`config.mk`:
```
export PLATFORM = sky130hd
export DESIGN_NAME = uart_byte_packer
export DESIGN_NICKNAME = d
export VERILOG_FILES = /design/src/rtl/uart_pack_pkg.sv /design/src/rtl/uart_rx_filter.sv /design/src/rtl/uart_rx_packer.sv /design/src/rtl/uart_tx_splitter.sv /design/src/rtl/uart_byte_packer.sv
export SDC_FILE = /design/constraint.sdc
export NUM_CORES = 1
export LEC_CHECK = 0
export ABC_AREA = 0
export BUFFER_PORTS_ARGS = -buffer_cell sky130_fd_sc_hd__buf_2
export CAP_MARGIN = 20
export CORE_UTILIZATION = 25
export DETAILED_ROUTE_END_ITERATION = 12
export PLACE_DENSITY = 0.57
export REMOVE_ABC_BUFFERS = 1
export SYNTH_ARGS = -nofsm -noshare
export SYNTH_HDL_FRONTEND = slang
export SYNTH_SLANG_ARGS = --single-unit
```
`constraint.sdc`:
```
create_clock -name clk_i -period 4.6 [get_ports clk_i]
set_input_delay 0.69 -clock clk_i [delete_from_list [all_inputs] [get_ports clk_i]]
set_output_delay 0.69 -clock clk_i [all_outputs]
set_load 0.005 [all_outputs]
```
`src/rtl/uart_pack_pkg.sv`:
```
package uart_pack_pkg;
  localparam int BYTE_W = 8;
  localparam int WORD_W = 32;
  localparam int HALF_W = WORD_W / 2;
  localparam int CHAR_W = BYTE_W + 1;

  typedef struct packed {
    logic              ninth;
    logic [BYTE_W-1:0] data;
  } uart_char_t;
endpackage

```
`src/rtl/uart_rx_filter.sv`:
```
module uart_rx_filter
  import uart_pack_pkg::*;
(
  input  logic       clk_i,
  input  logic       rst_ni,
  input  logic       nine_en_i,
  input  logic       addr_en_i,
  input  logic       valid_i,
  input  uart_char_t char_i,
  output logic       accept_o,
  output uart_char_t char_o
);
  logic addr_mode;
  assign addr_mode = nine_en_i && addr_en_i;
  assign accept_o  = valid_i && (!addr_mode || char_i.ninth);
  assign char_o.data  = char_i.data;
  assign char_o.ninth = nine_en_i & char_i.ninth;

  p_drop_data_r5: assert property (@(posedge clk_i) disable iff (!rst_ni)
    (valid_i && nine_en_i && addr_en_i && !char_i.ninth) |-> !accept_o);
  p_pass_all_r6: assert property (@(posedge clk_i) disable iff (!rst_ni)
    (valid_i && !(nine_en_i && addr_en_i)) |-> accept_o);
  p_ninth_gate_r7: assert property (@(posedge clk_i) disable iff (!rst_ni)
    !nine_en_i |-> !char_o.ninth);
endmodule

```
`src/rtl/uart_rx_packer.sv`:
```
module uart_rx_packer
  import uart_pack_pkg::*;
(
  input  logic              clk_i,
  input  logic              rst_ni,
  input  logic              pack_en_i,
  input  logic              sync_i,
  input  logic              accept_i,
  input  uart_char_t        char_i,
  input  logic              read_i,
  output logic [WORD_W-1:0] word_o,
  output logic [1:0]        ninth_o,
  output logic              ready_o,
  output logic              overrun_o,
  output logic              irq_o
);
  localparam int PAD_W = HALF_W - BYTE_W;

  logic              upper_q;
  logic [BYTE_W-1:0] lo_q;
  logic              lo_ninth_q;
  logic [WORD_W-1:0] word_q;
  logic [1:0]        ninth_q;
  logic              ready_q, overrun_q, irq_q;

  logic              to_upper, complete;
  logic [WORD_W-1:0] new_word;
  logic [1:0]        new_ninth;

  // sync strobe overrides a pending upper position
  assign to_upper = pack_en_i && upper_q && !sync_i;
  assign complete = accept_i && (!pack_en_i || to_upper);

  always_comb begin
    if (pack_en_i) begin
      new_word  = {{PAD_W{1'b0}}, char_i.data, {PAD_W{1'b0}}, lo_q};
      new_ninth = {char_i.ninth, lo_ninth_q};
    end else begin
      new_word  = {{(WORD_W-BYTE_W){1'b0}}, char_i.data};
      new_ninth = {1'b0, char_i.ninth};
    end
  end

  always_ff @(posedge clk_i or negedge rst_ni) begin
    if (!rst_ni) begin
      upper_q    <= 1'b0;
      lo_q       <= '0;
      lo_ninth_q <= 1'b0;
    end else if (!pack_en_i) begin
      upper_q <= 1'b0;
    end else if (accept_i) begin
      upper_q <= !to_upper;
      if (!to_upper) begin
        lo_q       <= char_i.data;
        lo_ninth_q <= char_i.ninth;
      end
    end else if (sync_i) begin
      upper_q <= 1'b0;
    end
  end

  always_ff @(posedge clk_i or negedge rst_ni) begin
    if (!rst_ni) begin
      word_q    <= '0;
      ninth_q   <= '0;
      ready_q   <= 1'b0;
      overrun_q <= 1'b0;
      irq_q     <= 1'b0;
    end else if (complete && (!ready_q || read_i)) begin
      word_q    <= new_word;
      ninth_q   <= new_ninth;
      ready_q   <= 1'b1;
      overrun_q <= 1'b0;
      irq_q     <= 1'b1;
    end else begin
      irq_q <= 1'b0;
      if (read_i) begin
        ready_q   <= 1'b0;
        overrun_q <= 1'b0;
      end else if (complete) begin
        overrun_q <= 1'b1;
      end
    end
  end

  assign word_o    = word_q;
  assign ninth_o   = ninth_q;
  assign ready_o   = ready_q;
  assign overrun_o = overrun_q;
  assign irq_o     = irq_q;

  p_pad_zero_r2: assert property (@(posedge clk_i) disable iff (!rst_ni)
    ready_q |-> (word_q[WORD_W-1:HALF_W+BYTE_W] == '0 && word_q[HALF_W-1:BYTE_W] == '0));
  p_keep_old_r8: assert property (@(posedge clk_i) disable iff (!rst_ni)
    (ready_q && !read_i && complete) |=> (overrun_q && $stable(word_q)));
  p_irq_loaded_r9: assert property (@(posedge clk_i) disable iff (!rst_ni)
    irq_q |-> ready_q);
  p_first_half_quiet_r2: assert property (@(posedge clk_i) disable iff (!rst_ni)
    (accept_i && pack_en_i && !to_upper && !read_i) |=> !irq_q);
endmodule

```
`src/rtl/uart_tx_splitter.sv`:
```
module uart_tx_splitter
  import uart_pack_pkg::*;
(
  input  logic              clk_i,
  input  logic              rst_ni,
  input  logic              pack_en_i,
  input  logic              nine_en_i,
  input  logic              load_i,
  input  logic [WORD_W-1:0] word_i,
  input  logic [1:0]        ninth_i,
  input  logic              take_i,
  output logic              word_ready_o,
  output uart_char_t        byte_o,
  output logic              byte_valid_o
);
  logic              busy_q, hi_q, two_q, nine_q;
  logic [WORD_W-1:0] word_q;
  logic [1:0]        ninth_q;

  always_ff @(posedge clk_i or negedge rst_ni) begin
    if (!rst_ni) begin
      busy_q  <= 1'b0;
      hi_q    <= 1'b0;
      two_q   <= 1'b0;
      nine_q  <= 1'b0;
      word_q  <= '0;
      ninth_q <= '0;
    end else if (!busy_q) begin
      if (load_i) begin
        busy_q  <= 1'b1;
        hi_q    <= 1'b0;
        two_q   <= pack_en_i;
        nine_q  <= nine_en_i;
        word_q  <= word_i;
        ninth_q <= ninth_i;
      end
    end else if (take_i) begin
      if (two_q && !hi_q) hi_q <= 1'b1;
      else                busy_q <= 1'b0;
    end
  end

  assign byte_o.data  = hi_q ? word_q[HALF_W+BYTE_W-1:HALF_W] : word_q[BYTE_W-1:0];
  assign byte_o.ninth = nine_q & (hi_q ? ninth_q[1] : ninth_q[0]);
  assign byte_valid_o = busy_q;
  assign word_ready_o = !busy_q;

  p_busy_blocks_r10: assert property (@(posedge clk_i) disable iff (!rst_ni)
    byte_valid_o |-> !word_ready_o);
  p_hold_byte_r10: assert property (@(posedge clk_i) disable iff (!rst_ni)
    (busy_q && !take_i) |=> (busy_q && $stable(byte_o)));
  p_single_r11: assert property (@(posedge clk_i) disable iff (!rst_ni)
    (busy_q && !two_q && take_i) |=> !busy_q);
endmodule

```
`src/rtl/uart_byte_packer.sv`:
```
module uart_byte_packer
  import uart_pack_pkg::*;
(
  input  logic        clk_i,
  input  logic        rst_ni,
  input  logic        pack_en_i,
  input  logic        rx_sync_i,
  input  logic        rx_nine_en_i,
  input  logic        rx_addr_en_i,
  input  logic        tx_nine_en_i,
  input  logic        rx_valid_i,
  input  logic [8:0]  rx_char_i,
  input  logic        rx_read_i,
  output logic [31:0] rx_word_o,
  output logic [1:0]  rx_ninth_o,
  output logic        rx_ready_o,
  output logic        rx_overrun_o,
  output logic        rx_irq_o,
  input  logic        tx_load_i,
  input  logic [31:0] tx_word_i,
  input  logic [1:0]  tx_ninth_i,
  output logic        tx_word_ready_o,
  output logic [8:0]  tx_byte_o,
  output logic        tx_byte_valid_o,
  input  logic        tx_byte_take_i
);
  logic       acc;
  uart_char_t rx_in, rx_kept, tx_ch;

  assign rx_in = rx_char_i;

  uart_rx_filter u_filter (
    .clk_i, .rst_ni,
    .nine_en_i(rx_nine_en_i), .addr_en_i(rx_addr_en_i),
    .valid_i(rx_valid_i), .char_i(rx_in),
    .accept_o(acc), .char_o(rx_kept)
  );

  uart_rx_packer u_pack (
    .clk_i, .rst_ni,
    .pack_en_i, .sync_i(rx_sync_i), .accept_i(acc), .char_i(rx_kept),
    .read_i(rx_read_i), .word_o(rx_word_o), .ninth_o(rx_ninth_o),
    .ready_o(rx_ready_o), .overrun_o(rx_overrun_o), .irq_o(rx_irq_o)
  );

  uart_tx_splitter u_split (
    .clk_i, .rst_ni,
    .pack_en_i, .nine_en_i(tx_nine_en_i), .load_i(tx_load_i),
    .word_i(tx_word_i), .ninth_i(tx_ninth_i), .take_i(tx_byte_take_i),
    .word_ready_o(tx_word_ready_o), .byte_o(tx_ch), .byte_valid_o(tx_byte_valid_o)
  );

  assign tx_byte_o = tx_ch;
endmodule

```
==> impl.org <==
** Status
- The run finished with clean final reports.

** GRT
- Wire length of the first global-routing pass :: 7.40 mm
- Largest net degree at the start of global routing :: 54
- Via count of the first global-routing pass :: 1488
- The total overflow left after global routing is 0.
- The number of antenna violations at the first check in global routing is 0.
- Global router's overall resource usage :: 9.44%

** Setup path
- Minimum setup slack among reg-to-reg paths :: 2.86 ns
- The number of cells on the worst reg-to-reg path is 4.
- Data arrives at the worst endpoint at 1.53 ns.
- Capture point of the worst path :: tx_byte_o[3]
- In this run the critical register-to-register path is launched from u_pack.upper_q$_DFFE_PN0P_.
- Crit Path Category :: reg2out
- The most critical setup path has its startpoint at u_split.hi_q$_DFFE_PN0P_.
- Required time of the critical path :: 3.91 ns
- In this run the worst path has a maximum fanout of 11.
- Worst Setup End Kind :: primary output
- The endpoint identified for the worst register-to-register timing path is u_pack.word_o[0]$_DFFE_PN0P_.
- Sort of element at the start of the critical path :: flip-flop

** Place
- Once detailed placement completed, the half-perimeter wirelength came to 3.16 mm.
- The number of placed instances, taps included, is 376.
- In this run the tool buffered the top-level ports with 69 buffer cells.
- At the end of routability-driven placement, the weighted congestion stood at 0.685.

** Finish
- 0 antenna diodes ended up in the layout.
- Number of nets in the final layout :: 309
- Non-Filler Instances :: 385
- After filler insertion, the fill cell instance count of the layout stands at 979.
- The area growth from synthesis to layout is 21.3%.
- Cells with a size suffix above 1 make up 54.3% of the layout.

** Synthesis
- Top cells by count, synth :: 53 x dfrtp_1, 52 x mux2_2, 16 x buf_4
- In this run the mean area of a mapped cell was 13.3 µm².
- After synthesis, the share of flip-flops with an asynchronous set or reset is 100%.
- In this run the cell area of the synthesized design comes to 2450 µm².
- The largest total area in the synthesized netlist belongs to dfrtp_1.
- Synthesis instantiated 24 different standard cells from the library.
- Most frequent cell after synthesis :: dfrtp_1
- Yosys mapped a number of flops with a built-in enable equal to 0.
- Sequential elements use 54.1% of the synthesized area.
- Largest cells by area after synthesis :: dfrtp_1 54%, mux2_2 24%, buf_4 4.9%, mux2i_1 3.7%, nand2_1 2.3%
- Synthesis handed over a netlist of 185 instances.
- Top flip-flop cell by instance count after synthesis :: dfrtp_1
- Yosys printed 0 warnings.
- Synthesized flop and latch total :: 53
- Portion of synthesized cell area occupied by the leading cell type :: 54.1%

** Clocking
- Post-CTS timing repair inserted 0 buffers for setup.
- Total of hold buffers inserted after clock tree synthesis :: 0
- Root buffer cell :: clkbuf_8
- TritonCTS clock tree :: built
- The tree built by TritonCTS fans out to 53 sinks.
- Number of buffers inserted during clock tree synthesis :: 5
- Clock-pin slew was measured on the worst setup and hold paths at 0.10 ns.
- After clock tree synthesis, the repair step resized 0 gates.
- For the worst-skew pair, the clock arrives at the later sink with an insertion delay of 0.29 ns.
- Maximum count of clock buffers along a single path :: 2
- In this run the number of H-tree levels came out at 2.

** Drt
- Total Wirelength :: 4.57 mm
- Post-route ant nets :: 0
- Number of optimization iterations in the first detailed-route pass :: 3
- Via Count :: 1521
- After detailed routing, the average wire length per cell comes to 11.9 µm.
- Number of DRC markers in iteration 0 :: 26
- Via density :: 3.95
- Final routed DRC violation total :: 0

** Timing
- After routing, the total negative slack on setup checks comes to 0 ns.
- Hold violation count in the final report :: 0
- Tightest Pin Transition :: 0.757 ns
- Setup violations remaining at the end of the flow were counted as 0.
- For this run, the top clock speed supported by timing is 0.451 GHz.
- Final count of pins violating max slew :: 0
- For the final database, setup skew stands at 0.00647 ns.
- Time the worst path needs with I/O delays and setup :: 2.22 ns
- Headroom to the max-slew limit came out at 49.4%.
- Setup repair after global routing left no endpoint under its margin.
- After layout, the worst path uses 48.2% of the clock period.

** Floorplan
- The die covers 10200 µm².
- Num rows :: 35
- Die outline height :: 101 µm
- After floorplanning, the core was sized to cover 9370 µm².
- Width of the chip :: 101 µm
- # IOs :: 102
- The initial utilization of the core area, before any placement, comes to 26.2%.

** Flow run
- Across the run, the number of max-cap violations was 0.

** Power and ir drop
- For this design the static power due to leakage is 0.00142 µW.
- Total power per unit cell area :: 478 nW/µm²
- VDD sags by at most 173 µV.

** Min path
- Worst Hold Class :: in2async
==> cell type report <==
type	count	area (µm²)	area share, %
repair buffers	71	368	12.4
multi-input cells	112	972	32.7
well taps	129	161	5.43
clock buffers	7	96.3	3.24
clock inverters	1	5.00	0.168
flip-flops and latches	53	1330	44.6
inverters	12	45.0	1.51
==> state kept, by name, summed over array words and instances, names as in the netlist <==
name and flops:
u_split.two_q 1, u_pack.ready_o 1, u_pack.ninth_o 2, u_split.nine_q 1, u_split.ninth_q 2, u_pack.lo_q 8, u_pack.irq_o 1, u_pack.word_o 16
u_split.byte_valid_o 1, u_pack.upper_q 1, u_split.word_q 16, u_pack.overrun_o 1, u_pack.lo_ninth_q 1, u_split.hi_q 1
==> cell usage in the layout (no fill, tap or decap), types with 3 or more instances in the layout <==
cell type	instances
buf_2	69
dfrtp_1	53
inv_1	11
clkbuf_8	7
conb_1	16
o21ai_0	5
mux2_2	52
nor2_1	3
mux2i_1	9
nand2_1	15
==> cell families after synthesis <==
family / after synthesis / share of synthesized area, %
XOR/XNOR: 1 / 0.357
multiplexers: 62 / 28.2
AO/OA/AOI/OAI: 9 / 3.11
flip-flops: 53 / 54.1
AND/OR/NAND/NOR: 24 / 5.46
other: 1 / 0.153
buffers and inverters: 35 / 8.67
==> where the power goes <==
| part | internal [µW] | switching [µW] | total [µW] |
|---|---|---|---|
| sequential | 618 | 86.0 | 704 |
| combinational | 271 | 163 | 434 |
| clock | 136 | 149 | 285 |
| total | 1030 | 398 | 1420 |
==> how the worst min path moves through the flow <==
stage               slack, ns                     startpoint                            end
global route             0.53     u_pack.lo_q[5]$_DFFE_PN0P_     u_pack.lo_q[5]$_DFFE_PN0P_
finish                   0.48                         rst_ni   u_pack.word_o[6]$_DFFE_PN0P_
detailed placement       0.48  u_pack.lo_ninth_q$_DFFE_PN0P_  u_pack.lo_ninth_q$_DFFE_PN0P_
floorplan                0.39                         rst_ni         u_pack.irq_o$_DFF_PN0_
global placement         0.46  u_pack.lo_ninth_q$_DFFE_PN0P_  u_pack.lo_ninth_q$_DFFE_PN0P_
CTS                      0.50  u_pack.lo_ninth_q$_DFFE_PN0P_  u_pack.lo_ninth_q$_DFFE_PN0P_
==> metal layers <==
metal | GRT usage (%) | up-vias | part of all wire [%]
li1 | - | 727 | -
met1 | 11.8 | 747 | 45
met2 | 15.8 | 45 | 50
met3 | 2.15 | 2 | 4.3
met4 | 3.68 | 0 | 1.0
met5 | 0 | - | 0
==> through the flow <==
stage	hold WS, ns	cell area [µm²]	worst slack [ns]	total power (µW)	utilization, %
final	0.481	2970	2.38	1420	31.7
after global placement	0.463	2860	2.20	1140	30.5
after CTS	0.504	2960	2.32	1450	31.6
after floorplan	0.394	2340	2.37	967	-
after detailed placement	0.480	2860	2.20	1150	30.5
after global routing	0.531	2970	2.29	1540	31.7
==> critical path: stages, from the launching register on <==
cell and delay, ns:
dfrtp_1 0.70, mux2_2 0.40, buf_2 0.13
(Power assumes the default switching activity.)
